### src/rtl/pchd_pkg.sv
package pchd_pkg;
  typedef enum logic [2:0] {
    TGT_IO   = 3'd0,
    TGT_CFG  = 3'd1,
    TGT_IACK = 3'd2,
    TGT_MEM  = 3'd3,
    TGT_ROM  = 3'd4,
    TGT_NONE = 3'd7
  } tgt_e;
endpackage

### src/rtl/pchd_window_sel.sv
module pchd_window_sel
  import pchd_pkg::*;
#(
  parameter int             AW        = 32,
  parameter logic [AW-1:0]  IO_BASE   = 32'h8000_0000,
  parameter int             IO_LG2    = 23,
  parameter logic [AW-1:0]  CFG_BASE  = 32'h8080_0000,
  parameter int             CFG_LG2   = 22,
  parameter logic [AW-1:0]  IACK_ADDR = 32'hBFFF_FFF0,
  parameter logic [AW-1:0]  MEM_BASE  = 32'hC000_0000,
  parameter logic [AW-1:0]  MEM_LAST  = 32'hFEFF_FFFF,
  parameter int             ROM_LG2   = 20
) (
  input  logic [AW-1:0] addr,
  output tgt_e          win,
  output logic [AW-1:0] off
);
  always_comb begin
    win = TGT_NONE;
    off = '0;
    if (addr[AW-1:IO_LG2] == IO_BASE[AW-1:IO_LG2]) begin
      win = TGT_IO;
      off = addr - IO_BASE;
    end else if (addr[AW-1:CFG_LG2] == CFG_BASE[AW-1:CFG_LG2]) begin
      win = TGT_CFG;
      off = addr - CFG_BASE;
    end else if (addr == IACK_ADDR) begin
      win = TGT_IACK;
    end else if (addr >= MEM_BASE && addr <= MEM_LAST) begin
      win = TGT_MEM;
      off = addr - MEM_BASE;
    end else if (&addr[AW-1:ROM_LG2]) begin
      win = TGT_ROM;
      off = AW'(addr[ROM_LG2-1:0]);
    end
  end
endmodule

### src/rtl/pchd_io_xlate.sv
module pchd_io_xlate #(
  parameter int AW        = 32,
  parameter int CONTIG_W  = 16,
  parameter int KEEP_LO   = 5,
  parameter int FOLD      = 7,
  parameter int SPARSE_HI = 22
) (
  input  logic                 sparse,
  input  logic [SPARSE_HI:0]   off,
  output logic [AW-1:0]        addr
);
  localparam int UP_LO = KEEP_LO + FOLD;
  localparam int UP_W  = SPARSE_HI - UP_LO + 1;

  logic [UP_W+KEEP_LO-1:0] folded;
  assign folded = {off[SPARSE_HI:UP_LO], off[KEEP_LO-1:0]};

  always_comb begin
    if (sparse) addr = AW'(folded);
    else        addr = AW'(off[CONTIG_W-1:0]);
  end
endmodule

### src/rtl/pchd_cfg_xlate.sv
module pchd_cfg_xlate #(
  parameter int AW     = 32,
  parameter int PASS_W = 11,
  parameter int SEL_N  = 11
) (
  input  logic [PASS_W+SEL_N-1:0] off,
  output logic [AW-1:0]           addr
);
  localparam int DEV_W = $clog2(SEL_N + 1);

  logic [DEV_W-1:0] dev;

  always_comb begin
    dev = DEV_W'(SEL_N);
    for (int i = SEL_N - 1; i >= 0; i--) begin
      if (off[PASS_W + i]) dev = DEV_W'(i);
    end
  end

  assign addr = AW'({dev, off[PASS_W-1:0]});
endmodule

### src/rtl/pchd_host_decoder.sv
module pchd_host_decoder
  import pchd_pkg::*;
#(
  parameter int AW        = 32,
  parameter int DW        = 32,
  parameter int IO_LG2    = 23,
  parameter int CFG_LG2   = 22,
  parameter int CONTIG_W  = 16,
  parameter int CFG_PASS  = 11,
  parameter int ROM_LG2   = 20
) (
  input  logic          clk,
  input  logic          rst,
  input  logic          io_sparse,
  input  logic          req_valid,
  output logic          req_ready,
  input  logic [AW-1:0] req_addr,
  input  logic          req_write,
  input  logic [1:0]    req_size,
  input  logic [DW-1:0] req_wdata,
  output logic          rsp_valid,
  input  logic          rsp_ready,
  output logic [2:0]    rsp_target,
  output logic [AW-1:0] rsp_addr,
  output logic          rsp_write,
  output logic [DW/8-1:0] rsp_be,
  output logic [DW-1:0] rsp_data,
  output logic          rsp_err
);
  localparam int BE_W    = DW / 8;
  localparam int IO_HI   = IO_LG2 - 1;
  localparam int CFG_SEL = CFG_LG2 - CFG_PASS;

  logic          mode_q;
  tgt_e          win;
  logic [AW-1:0] win_off, io_addr, cfg_addr;

  pchd_window_sel #(.AW(AW), .IO_LG2(IO_LG2), .CFG_LG2(CFG_LG2), .ROM_LG2(ROM_LG2))
    u_win (.addr(req_addr), .win(win), .off(win_off));

  pchd_io_xlate #(.AW(AW), .CONTIG_W(CONTIG_W), .SPARSE_HI(IO_HI))
    u_io (.sparse(mode_q), .off(win_off[IO_HI:0]), .addr(io_addr));

  pchd_cfg_xlate #(.AW(AW), .PASS_W(CFG_PASS), .SEL_N(CFG_SEL))
    u_cfg (.off(win_off[CFG_LG2-1:0]), .addr(cfg_addr));

  int              nbytes;
  logic            size_ok, nxt_err, nxt_write;
  tgt_e            nxt_tgt;
  logic [AW-1:0]   nxt_addr;
  logic [BE_W-1:0] nxt_be;
  logic [DW-1:0]   nxt_data;

  always_comb begin
    nbytes  = 1 << req_size;
    size_ok = nbytes <= BE_W;
    for (int b = 0; b < BE_W; b++) begin
      nxt_be[b]         = (b < nbytes);
      nxt_data[8*b +: 8] = (req_write && b < nbytes) ? req_wdata[8*b +: 8] : 8'h00;
    end
    nxt_tgt   = win;
    nxt_write = req_write;
    case (win)
      TGT_IO:           nxt_addr = io_addr;
      TGT_CFG:          nxt_addr = cfg_addr;
      TGT_MEM, TGT_ROM: nxt_addr = win_off;
      default:          nxt_addr = '0;
    endcase
    if (win == TGT_ROM && req_write) begin
      nxt_write = 1'b0;
      nxt_be    = '0;
    end
    nxt_err = (win == TGT_NONE) || !size_ok ||
              (win == TGT_IACK && (req_write || req_size != 2'd0));
    if (nxt_err) begin
      nxt_tgt   = TGT_NONE;
      nxt_addr  = '0;
      nxt_write = 1'b0;
      nxt_be    = '0;
      nxt_data  = '1;
    end
  end

  assign req_ready = !rsp_valid || rsp_ready;

  always_ff @(posedge clk) begin
    if (rst) begin
      mode_q     <= 1'b0;
      rsp_valid  <= 1'b0;
      rsp_target <= 3'(TGT_NONE);
      rsp_addr   <= '0;
      rsp_write  <= 1'b0;
      rsp_be     <= '0;
      rsp_data   <= '0;
      rsp_err    <= 1'b0;
    end else begin
      mode_q <= io_sparse;
      if (req_valid && req_ready) begin
        rsp_valid  <= 1'b1;
        rsp_target <= 3'(nxt_tgt);
        rsp_addr   <= nxt_addr;
        rsp_write  <= nxt_write;
        rsp_be     <= nxt_be;
        rsp_data   <= nxt_data;
        rsp_err    <= nxt_err;
      end else if (rsp_ready) begin
        rsp_valid <= 1'b0;
      end
    end
  end
endmodule

### config.mk
export PLATFORM = sky130hd
export DESIGN_NAME = pchd_host_decoder
export DESIGN_NICKNAME = d
export VERILOG_FILES = /design/src/rtl/pchd_pkg.sv /design/src/rtl/pchd_window_sel.sv /design/src/rtl/pchd_io_xlate.sv /design/src/rtl/pchd_cfg_xlate.sv /design/src/rtl/pchd_host_decoder.sv
export SDC_FILE = /design/constraint.sdc
export NUM_CORES = 1
export LEC_CHECK = 0
export BUFFER_PORTS_ARGS = -buffer_cell sky130_fd_sc_hd__buf_4
export CAP_MARGIN = 20
export CELL_PAD_IN_SITES_DETAIL_PLACEMENT = 0
export CELL_PAD_IN_SITES_GLOBAL_PLACEMENT = 1
export CORE_ASPECT_RATIO = 0.5
export CORE_MARGIN = 3
export CORE_UTILIZATION = 31
export DETAILED_ROUTE_END_ITERATION = 8
export GPL_ROUTABILITY_DRIVEN = 1
export PLACE_DENSITY_LB_ADDON = 0.1
export SETUP_SLACK_MARGIN = 0.02
export SYNTH_ARGS = -nofsm -noshare
export SYNTH_HDL_FRONTEND = slang
export SYNTH_SLANG_ARGS = --single-unit
### constraint.sdc
create_clock -name clk -period 1.87 [get_ports clk]
set_input_delay 0.0935 -clock clk [delete_from_list [all_inputs] [get_ports clk]]
set_output_delay 0.0935 -clock clk [all_outputs]
set_load 0.01 [all_outputs]
# Word-level counts from Yosys, hierarchy flattened
# Index checks and enable logic that the tools add are counted.
# totals
register_bits	75
input_bits	72
out_inout_bits	75
wordCells	82
# op_classes
n_addsub	3
magnitude_cmp	7
n_eq_ne	8
n_shift	1
n_mux	36
n_reduce_logical	19
# ops
op	n
32-bit 2-to-1 mux	6
32-bit one-hot mux with 3 select lines	1
32-bit subtractor (second input constant)	3
3-bit by 32-bit less-than comparator with 1-bit output (first input constant)	2
4-bit 2-to-1 mux	10
32-bit equality test (second input constant)	1
32-bit greater-or-equal comparator (second input constant)	1
32-bit <= comparator (second input constant)	1
32-bit by 4-bit <= comparator with 1-bit output (second input constant)	1
1-bit by 32-bit less-than comparator with 1-bit output (first input constant)	1
2-bit by 32-bit less-than comparator with 1-bit output (first input constant)	1
8-bit 2-to-1 mux	4
1-bit by 2-bit << shifter with 32-bit output (first input constant)	1
20-bit 2-to-1 mux	1
16-bit 2-to-1 mux	1
3-bit 2-to-1 mux	5
12-bit AND reduction	1
10-bit equality test (second input constant)	1
9-bit equality test (second input constant)	1
1-bit logical AND	8
3-bit by 2-bit equality test with 1-bit output (second input constant)	2
3-bit equality test (second input constant)	2
2-bit 2-to-1 mux	3
1-bit 2-to-1 mux	5
6 further kinds	11

# Logic depth before layout (Yosys ltp)
# Gate-level depths: netlist of run 1.
# logic_depth
ltp_word	19
mapped_depth	10

# By module
# From an unflattened synthesis of run 1, not the netlist that was laid out.
# unflattened
cells_unflattened	623
hier_area_um2	5099.9
# by_module_without_submodules
module	n_inst	cells_each	area_per_inst_um2	seq_area_each_um2
pchd_host_decoder	1	461	3858.7	1501.4
pchd_window_sel	1	82	583.1	0.0
pchd_io_xlate	1	34	334.1	0.0
pchd_cfg_xlate	1	46	324.1	0.0

# Worst setup path after synthesis of run 1
# Ideal clock, no wire load.
# synth_path
path_kind	input -> register
startpoint	input port req_addr[30]
endpoint	register rsp_data[23]
t_arrival_ns	1.827
required_ns	1.740
path_slack_ns	-0.087
cell_stages	10
cell_sequence	inv_1 > ha_1 > or3b_1 > nor4_4 > nand3_4 > nor4_1 > or2_1 > buf_6 > buf_12 > a21oi_4
# synth_between
elab_chain_cells	10
word_cells_on_any_way	18
# synth_rtl
element	line	rtl
from (decl)	pchd_host_decoder.sv:17	input logic [AW-1:0] req_addr,
32-bit greater-or-equal comparator, or another cell as far along	pchd_window_sel.sv:29	end else if (addr >= MEM_BASE && addr <= MEM_LAST) begin
1-bit logical AND / 2-bit 2-to-1 mux (equally long branches)	pchd_window_sel.sv:29, pchd_window_sel.sv:32	
3-bit 2-to-1 mux	pchd_window_sel.sv:29	
3-bit 2-to-1 mux	pchd_window_sel.sv:27	end else if (addr == IACK_ADDR) begin
3-bit 2-to-1 mux	pchd_window_sel.sv:24	end else if (addr[AW-1:CFG_LG2] == CFG_BASE[AW-1:CFG_LG2]) begin
3-bit 2-to-1 mux *	pchd_window_sel.sv:21	if (addr[AW-1:IO_LG2] == IO_BASE[AW-1:IO_LG2]) begin
3-bit equality test / 3-bit by 2-bit equality test with 1-bit output (equally long branches)	pchd_host_decoder.sv:73, pchd_host_decoder.sv:74	
1-bit logical OR / 1-bit logical AND (equally long branches)	pchd_host_decoder.sv:73, pchd_host_decoder.sv:74	
1-bit logical OR *	pchd_host_decoder.sv:73	nxt_err = (win == TGT_NONE) || !size_ok ||
32-bit 2-to-1 mux *	pchd_host_decoder.sv:75	if (nxt_err) begin
to (signal assigned)	pchd_host_decoder.sv:104	rsp_data <= nxt_data;
to (decl)	pchd_host_decoder.sv:27	output logic [DW-1:0] rsp_data,
# Mark *: on every way between the ends. The rest lies on a longest branch, timed or not.
# A chain may end at the register's enable or synchronous reset.

# Final worst setup path of run 1
# layout_path
startpoint	input port req_addr[30]
endpoint	register rsp_data[21]
# The elaborated chain is that of the path after synthesis.

==> metrics.md, run 1 <==
| Metric | Value |
|---|---|
| Core Rows | 26 |
| Most used flip-flop cell after synthesis | dfxtp_1 |
| Critical path arrival | 2.01 ns |
| Commonest cells in the synthesized netlist | 75 x dfxtp_1, 55 x nand2_1, 49 x o21ai_0 |
| # Max-Cap Violations | 0 |
| # DRC | 0 |
| Power density cells | 787.7 nW/um2 |
| Synth unique cells | 57 |
| Util after Layout | 53.74% |
| Maximum vdd drop | 0.0003478 V |
| Clock Pin Slew Worst Setup and Hold Paths | 0.06 ns |
| DP Wirelength | 9169 um |
| Gr usage total | 19.22% |
| Gate power share | 16.4% |
| Number of flops mapped to enable cells by yosys | 0 |
| Initial core utilization | 32.77% |
| CTS tree | built |
| Status | finished clean |
| Mux cell area share after synthesis | 0% |
| Die footprint | 12490 um2 |
| Largest family of logic cells by synthesized area | compound AO/OA/AOI/OAI gates |
| First-pass GRT wire length | 18770 um |
| Remaining global-route overflow | 0 |
| DR vias/cell | 4.997 |
| Vias in the first global route | 3566 |
| Max clock buf depth | 2 |
| Final Cycle Share | 93.64% |
| Synth top area cells | dfxtp_1 44%, o21ai_0 7.1%, nand2_1 6.0% |
| Synth top area share | 43.60% |
| Worst hold slack | 0.01537 ns |
| Total power | 4.448 mW |
| Setup violators final | 0 |
| Sequential share of power | 38.7% |
| PortBufs | 146 |
| # diodes | 0 |
| Sw power | 1.093 mW |
| Seq/Total Area, Yosys | 43.60% |
| Synth Area in Compound Gates | 29.91% |
| #FFs+latches synth | 75 |
| Leakage power | 2.471 nW |
| CTS H-tree depth | 3 |
| Crit-path max FO | 18 |
| Most instantiated library cell after synthesis | dfxtp_1 |
| Final WS setup | 0.1189 ns |
| DR vias | 3723 |
| Fmax | 0.5711 GHz |
| CORE AREA | 10510 um2 |
| Cell-internal power | 3.354 mW |
| Initial antenna violation count | 0 |
| Total wire length | 12060 um |
| Slew Viols, Final | 0 |
| Die Height | 80.53 um |
| XOR/XNOR share of the synthesized area | 0.2544% |
| Largest net degree at the start of global routing | 27 |
| Number of buffers created by CTS | 9 |
| Switching fraction of total power | 24.58% |
| Drt pass-1 iters | 5 |
| DRT iter0 DRCs | 239 |
| Synthesized area | 3443 um2 |
| Type of the worst setup path | input port to flip-flop |
| Synth Area in Adders | 1.090% |
| Simple-Gate Fraction of Synth Area | 20.42% |
| Min-delay worst type | input port to flip-flop |
| Area grow syn2layout | 63.99% |
| Critical Path RT | 2.13 ns |
| Ys Warns | 0 |
| Minimum clock period | 1.751 ns |
| Routed len/inst | 16.19 um |
| Die X | 155.0 um |
| Max Clock Skew | 0.005264 ns |
| CTS sink cnt | 75 |
| Area leader, netlist | dfxtp_1 |
| Syn Area/Cell | 8.673 um2 |
| Number of I/O pins | 147 |
| Tightest Pin Transition | 0.6673 ns |
| Clock share of power | 44.9% |
| Place WS | -0.2983 ns |
| Final hold vios | 0 |
| Cells after Synth | 397 |
| Nets@finish | 675 |
| Worst skew pair latency | 0.33 ns |
| Async SR Flop Fraction | 0% |
| Relative slew slack | 55.35% |
| RSZ-0062 raised after global routing | false |
| Synth Net Count | 472 |
| Layout cells sized above 1 | 43.14% |
| Fin Setup TNS | 0 ns |
| Gpl congestion | 0.8889 |
| Clk root buf | clkbuf_16 |
| Startpoint types | input port |
| Crit. End Element | flip-flop |
| Routed Antenna Nets | 0 |
-- area by class of cell --
cell class | instances | area [um2]
fillers | 1022 | 4861
multi-input cells | 289 | 1902
repair buffers | 215 | 1677
flip-flops and latches | 75 | 1501
clock buffers | 10 | 229.0
well taps | 140 | 175.2
clock inverters | 6 | 112.6
inverters | 10 | 50.05
-- stage by stage --
stage | instance area, um2 | std cells
floorplan | 3542 | 397
global placement | 5119 | 714
detailed placement | 5119 | 714
CTS | 5600 | 744
global route | 5647 | 745
finish | 5647 | 745
-- path summary, 6_finish.rpt --
path	startpoint	to	slack, ns	depth (start not counted)
setup / recovery	req_addr[30]	rsp_data[21]	0.12	10
hold reg to reg	rsp_addr[31]	rsp_addr[31]	0.45	2
setup reg to reg	rsp_valid	rsp_addr[9]	0.21	6
hold / removal	req_wdata[7]	rsp_data[7]	0.02	3
-- placed cells by master, fill, tap and decap left out, types with 2 or more instances in the layout --
cell             n
and2_1           3
buf_4          198
ha_1             2
bufinv_16        3
o21ai_0         48
clkbuf_16        9
dfxtp_1         75
and3_1           9
nor2_1          24
a221o_1          6
o31ai_1          2
nand2_1         55
nand2b_1         3
nor4_4           2
a21oi_2         17
buf_12           2
nand3_1          2
a22oi_1         12
a31oi_1          4
a22o_1          13
a21oi_4          7
or4_1            2
a21oi_1         25
or2_2            2
dlygate4sd3_1   15
nor4_2           2
o21ai_1          3
inv_1            9
nor3_1           5
a222oi_1         2
nand4_1          8
-- registers in the layout, summed over array words and instances, names as in the netlist --
name and cells:
mode_q 1, rsp_addr 32, rsp_be 4, rsp_data 32
rsp_err 1, rsp_target 3, rsp_valid 1, rsp_write 1
-- what timing repair did --
action | in CTS | in global routing
hold buffers | 14 | 1
buffers inserted | 0 | 0
resized for setup | 0 | 9
setup endpoints to repair | 0 | 48
hold endpoints to repair | 14 | 1
-- kinds of logic (layout without fill, tap and decap cells) --
| kind of cell | count (synthesis) | in the layout |
|---|---|---|
| AO/OA/AOI/OAI | 153 | 153 |
| AND/OR/NAND/NOR | 132 | 132 |
| flip-flops | 75 | 75 |
| buffers and inverters | 33 | 241 |
| adder cells (fa/ha/maj) | 3 | 3 |
| XOR/XNOR | 1 | 1 |
-- metal layers --
| metal | routed length (um) | part of all wire, % | global-route usage [%] |
|---|---|---|---|
| met4 | 143 | 1.2 | 4.317 |
| met2 | 5398 | 45 | 30.52 |
| met3 | 890 | 7.4 | 6.405 |
| met5 | 0 | 0 | 0 |
| met1 | 5631 | 47 | 25.41 |
-- worst max-delay path, cell delays in order --
cell and delay, ns:
buf_4 0.14, inv_12 0.05, ha_4 0.12, or3b_4 0.39, nor4_4 0.26, nand3_4 0.16
and3_4 0.21, or2_4 0.28, buf_12 0.16, a21oi_1 0.14
-- power groups by stage --
stage          clock network (mW)  registers, mW  logic (mW)
2_1_floorplan                   0           1.79       0.256
6_report                     2.00           1.72       0.728
5_1_grt                      2.13           1.73       0.794
3_3_place_gp                    0           1.76       0.701
4_1_cts                      2.04           1.72       0.726
3_5_place_dp                    0           1.76       0.701
Power figures use the tool's default switching activity.
==> run 2: changes to the inputs <==
- CORE_MARGIN: 3 -> 1.5
- SLEW_MARGIN: not set -> 10
==> metrics.md, run 2 (same netlist as run 1, synthesis figures left out) <==
| Metric | Value |
|---|---|
| Die footprint | 11790 um2 |
| Fillers | 1012 |
| Largest net degree at the start of global routing | 36 |
| WP buf/inv | 3 |
| DR vias/cell | 5.066 |
| Crit-path max FO | 6 |
| Core Rows | 26 |
| Crit path cell chain | buf_4 -> inv_12 -> ha_4 -> or3b_4 -> nor4_4 -> buf_4 -> nand2_2 -> nand4_1 -> o21ba_4 -> a221o_1 |
| R2R depth | 6 |
| Relative slew slack | 56.57% |
| Nets@finish | 672 |
| Minimum clock period | 1.756 ns |
| Slew Viols, Final | 0 |
| Type of the worst setup path | input port to flip-flop |
| Final hold vios | 0 |
| Status | finished clean |
| DRT iter0 DRCs | 151 |
| RSZ-0062 raised after global routing | false |
| Leakage power | 2.468 nW |
| CTS sink cnt | 75 |
| Clk root buf | clkbuf_16 |
| CORE AREA | 10510 um2 |
| CTS H-tree depth | 3 |
| Worst skew pair latency | 0.34 ns |
| Drt pass-1 iters | 6 |
| DP Wirelength | 8627 um |
| Die X | 152.0 um |
| Regs by FF count | rsp_addr x32, rsp_data x32, rsp_be x4 |
| PortBufs | 146 |
| Max clock buf depth | 2 |
| First-pass GRT wire length | 18800 um |
| # diodes | 0 |
| Number of I/O pins | 147 |
| Number of buffers created by CTS | 9 |
| Setup violators final | 0 |
| Gpl congestion | 0.8899 |
| Fmax | 0.5693 GHz |
| Die Height | 77.53 um |
| Critical path arrival | 1.97 ns |
| Total wire length | 11770 um |
| Remaining global-route overflow | 0 |
| Tightest Pin Transition | 0.6491 ns |
| Max Clock Skew | 0.006526 ns |
| Vias in the first global route | 3640 |
| CTS tree | built |
| Crit path largest cell delay | 0.39 ns |
| Crit path depth | 10 |
| Initial core utilization | 32.77% |
| Routed len/inst | 15.87 um |
| Total power | 4.478 mW |
| Fin Setup TNS | 0 ns |
| # DRC | 0 |
| Area grow syn2layout | 63.48% |
| Power density cells | 795.5 nW/um2 |
| Initial antenna violation count | 0 |
| Maximum vdd drop | 0.0004842 V |
| Commonest non-fill, non-tap cell in the layout | buf_4 |
| Gr usage total | 19.88% |
| WHS Path Cells | 3 |
| DR vias | 3759 |
| Slowest CP cell | or3b_4 |
| Crit. End Element | flip-flop |
| CP most frequent cell | buf_4 |
| Startpoint types | input port |
| Final Cycle Share | 93.92% |
| Critical Path RT | 2.08 ns |
| Layout cells sized above 1 | 42.86% |
| Final WS setup | 0.1136 ns |
| Clock Pin Slew Worst Setup and Hold Paths | 0.06 ns |
| Min-delay worst type | input port to flip-flop |
| Crit path max-delay family | simple AND/OR/NAND/NOR gates |
| # Max-Cap Violations | 0 |
| Routed Antenna Nets | 0 |
| Place WS | -0.3466 ns |
| Most frequent cells in the layout | 197 x buf_4, 75 x dfxtp_1, 55 x nand2_1 |
run 2: power breakdown:
group,internal (mW),total [mW],switching [mW]
Combinational,0.362,0.721,0.359
Clock,1.35,2.04,0.688
Sequential,1.68,1.72,0.0395
Total,3.39,4.48,1.09
run 2: what timing repair did:
action                     4_1_cts  5_1_grt
hold buffers                    11        1
resized for setup                0        5
hold endpoints to repair        11        1
setup buffers                    1        0
setup endpoints to repair        2       38
gates cloned                     0        1
run 2: routing by layer:
metal  share of wire [%]  vias to the layer above  track usage, %  routed length [um]
met5                   0                        -               0                   0
met4                 1.0                        0           4.757                 119
met3                 4.8                       12           5.196                 560
met2                  46                      107           32.58                5397
met1                  48                     1779           26.19                5695
li1                    -                     1861               -                   -
run 2: stage by stage:
stage                     hold WS [ns]  instances  instance area, um2  util (%)
after global routing           0.01313        742                5629     53.57
after global placement          0.3189        712                5104     48.57
after floorplan                 0.2192        397                3542         -
after detailed placement        0.3229        712                5104     48.57
final                          0.01338        742                5629     53.57
after CTS                     0.003057        740                5572     53.02
run 2: path summary, 6_finish.rpt:
path / startpoint / endpoint / slack [ns]
setup / recovery: req_addr[30] / rsp_addr[7] / 0.11
setup reg to reg: rsp_valid / rsp_addr[7] / 0.20
hold reg to reg: rsp_addr[31] / rsp_addr[31] / 0.45
hold / removal: req_wdata[25] / rsp_data[25] / 0.01
run 2: area by class of cell:
class                   instances  area, um2  share of cell area (%)
clock buffers                  11      242.7                   4.312
well taps                     140      175.2                   3.112
repair buffers                212       1664                   29.56
flip-flops and latches         75       1501                   26.67
inverters                      10      50.05                  0.8891
clock inverters                 5      107.6                   1.912
multi-input cells             289       1888                   33.54
run 2: worst min-delay path, delay by kind of cell:
family / cells / cell delay [ns]
buffers and inverters: 1 / 0.11
and+or+nand+nor: 1 / 0.06
AOI/OAI and AO/OA: 1 / 0.05
==> run 3: changes to the inputs <==
- CORE_UTILIZATION: 31 -> 35
- SYNTH_HIERARCHICAL: not set -> 1
==> metrics.md, run 3 <==
| Metric | Value |
|---|---|
| DRT iter0 DRCs | 287 |
| Max clock buf depth | 2 |
| Most frequent cells in the layout | 235 x buf_4, 75 x dfxtp_1, 39 x a21oi_1 |
| Vias in the first global route | 5134 |
| #FFs+latches synth | 75 |
| Gpl congestion | 0.8727 |
| Die X | 173.7 um |
| Final Cycle Share | 116.2% |
| Drt pass-1 iters | 4 |
| Max Clock Skew | 0.006422 ns |
| Die footprint | 15350 um2 |
| # diodes | 0 |
| Hold path startpoint | req_wdata[18] |
| Number of buffers created by CTS | 9 |
| Sequential share of power | 36.5% |
| Crit-path max FO | 6 |
| Largest family of logic cells by synthesized area | compound AO/OA/AOI/OAI gates |
| Synth unique cells | 62 |
| Nets@finish | 927 |
| WHS Path Cells | 3 |
| # DRC | 0 |
| CP most frequent cell | buf_6 |
| Tightest Pin Transition | 0.6873 ns |
| Cells after Synth | 623 |
| Clock Pin Slew Worst Setup and Hold Paths | 0.07 ns |
| Critical Path RT | 2.10 ns |
| Status | finished with violations |
| Min-Delay Endpoint | rsp_data[18] |
| Setup violators final | 72 |
| # Max-Cap Violations | 0 |
| Fillers | 1249 |
| Most used flip-flop cell after synthesis | dfxtp_1 |
| Routed len/inst | 17.10 um |
| Die Height | 88.36 um |
| XOR/XNOR share of the synthesized area | 0.1717% |
| DR vias/cell | 5.111 |
| Largest net degree at the start of global routing | 53 |
| Crit path max-delay family | simple AND/OR/NAND/NOR gates |
| Slew Viols, Final | 0 |
| Leakage power | 3.679 nW |
| Synth Area in Adders | 0.9814% |
| Total wire length | 17900 um |
| Worst hold slack | 0.01726 ns |
| CORE AREA | 13890 um2 |
| Util after Layout | 61.53% |
| Number of flops mapped to enable cells by yosys | 0 |
| Relative slew slack | 53.77% |
| Synth top area cells | dfxtp_1 29%, buf_4 7.4%, mux2i_1 6.3% |
| Crit path largest cell delay | 0.49 ns |
| R2R depth | 6 |
| Critical path arrival | 2.40 ns |
| DR vias | 5351 |
| Ys Warns | 6 |
| Startpoint types | input port |
| CTS sink cnt | 75 |
| Clk root buf | clkbuf_16 |
| Syn Area/Cell | 8.186 um2 |
| Fmax | 0.4602 GHz |
| Reg2reg end | rsp_addr[15] |
| Initial core utilization | 36.72% |
| Regs by FF count | rsp_addr x32, rsp_data x32, rsp_be x4 |
| CP startpoint | req_addr[3] |
| Seq/Total Area, Yosys | 29.44% |
| DP Wirelength | 11290 um |
| Routed Antenna Nets | 0 |
| Core Rows | 30 |
| First-pass GRT wire length | 27400 um |
| Layout cells sized above 1 | 54.74% |
| Async SR Flop Fraction | 0% |
| Slowest CP cell | or4_4 |
| Violated checks | setup timing |
| Gate power share | 22.1% |
| Placed Cells | 986 |
| Final hold vios | 0 |
| Minimum clock period | 2.173 ns |
| Number of I/O pins | 147 |
| Crit path cell chain | buf_6 -> nand4b_1 -> or4_4 -> o211ai_4 -> and2_4 -> buf_6 -> nor3b_4 -> o21a_1 -> a21oi_4 -> buf_4 -> a32o_1 |
| Synth Area in Compound Gates | 27.63% |
| Power density cells | 544.6 nW/um2 |
| Initial antenna violation count | 0 |
| Crit. End Element | flip-flop |
| Clock share of power | 41.4% |
| Commonest cells in the synthesized netlist | 75 x dfxtp_1, 59 x a21oi_1, 50 x buf_4 |
| Non-Filler Instances | 1047 |
| Worst skew pair latency | 0.34 ns |
| Final WS setup | -0.3029 ns |
| Min-delay worst type | input port to flip-flop |
| CTS tree | built |
| Switching fraction of total power | 27.81% |
| Design Area, Final | 8546 um2 |
| Gr usage total | 22.51% |
| Mux cell area share after synthesis | 9.446% |
| Commonest non-fill, non-tap cell in the layout | buf_4 |
| Remaining global-route overflow | 0 |
| R2R Setup Slk | 0.32 ns |
| PortBufs | 146 |
| Synthesized area | 5100 um2 |
| CTS H-tree depth | 3 |
| Most instantiated library cell after synthesis | dfxtp_1 |
| R2r startpoint | rsp_valid |
| Placed cell area | 6970 um2 |
| Simple-Gate Fraction of Synth Area | 18.06% |
| Cell-internal power | 3.360 mW |
| Area grow syn2layout | 67.57% |
| WP buf/inv | 3 |
| RSZ-0062 raised after global routing | true |
| Synth top area share | 29.44% |
| Type of the worst setup path | input port to flip-flop |
| Area leader, netlist | dfxtp_1 |
| Sw power | 1.294 mW |
| Maximum vdd drop | 0.0004204 V |
[run 3: cell count changes after synthesis, moves of 19 or more]
cell,delta
buf_4,+50
nor2_1,+20
mux2i_1,+32
o21ai_1,+28
nor3b_1,+32
nand3_1,+37
a21oi_1,+19
a211oi_1,+32
nand2_1,-45
[run 3: worst reg2reg max path: stages, from the launching register on]
cell and delay, ns:
dfxtp_1 0.32, nand2b_1 0.18, and2_1 0.30, o2111ai_4 0.19, buf_8 0.19, buf_12 0.14
o21ai_1 0.14
[run 3: cell families after synthesis]
group                    Yosys count
multiplexers                      43
adder cells (fa/ha/maj)            4
XOR/XNOR                           1
AND/OR/NAND/NOR                  164
flip-flops                        75
buffers and inverters            112
AO/OA/AOI/OAI                    222
other                              2
[run 3: layout make-up]
class / count / area (um2) / share of cell area [%]
timing repair buffer: 290 / 2669 / 31.23
tap: 192 / 240.2 / 2.811
clock buffer: 9 / 225.2 / 2.635
multi-input combinational: 467 / 3767 / 44.08
inverter: 8 / 52.55 / 0.6149
clock inverter: 6 / 90.09 / 1.054
sequential: 75 / 1501 / 17.57
[run 3: power groups by stage]
stage	Clock, mW	Combinational, mW	Sequential (mW)
6_report	1.92	1.03	1.70
2_1_floorplan	0	0.486	1.76
4_1_cts	1.95	0.962	1.70
5_1_grt	2.02	1.11	1.71
3_5_place_dp	0	0.899	1.73
3_3_place_gp	0	0.893	1.73
[run 3: layer usage]
| metal | vias up | global-route usage (%) | routed length, um |
|---|---|---|---|
| met2 | 131 | 37.64 | 8174 |
| met4 | 0 | 4.075 | 102 |
| met1 | 2579 | 30.84 | 8877 |
| met5 | - | 0 | 0 |
| li1 | 2629 | - | - |
| met3 | 12 | 4.296 | 747 |
[run 3: how the worst max path moves through the flow]
stage          slack [ns]            to  cells after the start
6_report            -0.30     rsp_write                     11
5_1_grt             -0.39  rsp_addr[12]                     12
4_1_cts             -0.18  rsp_addr[14]                     11
3_5_place_dp        -0.67  rsp_addr[12]                     12
3_3_place_gp        -0.62  rsp_addr[12]                     12
2_1_floorplan       -0.21  rsp_data[21]                     13
[run 3: what timing repair did]
action | in CTS | in global routing
hold buffers | 1 | 0
hold endpoints to repair | 1 | 0
cloned | 9 | 1
gates resized for setup | 83 | 85
pin swaps | 23 | 48
setup endpoints to repair | 72 | 72
buffers inserted | 19 | 20
[run 3: stage by stage]
step / power, mW / setup TNS, ns / setup WS [ns]
floorplan: 2.250 / -11.89 / -0.2057
global placement: 2.625 / -33.37 / -0.6223
detailed placement: 2.633 / -36.61 / -0.6671
CTS: 4.615 / -7.356 / -0.1832
global route: 4.837 / -20.44 / -0.3902
finish: 4.654 / -16.05 / -0.3029
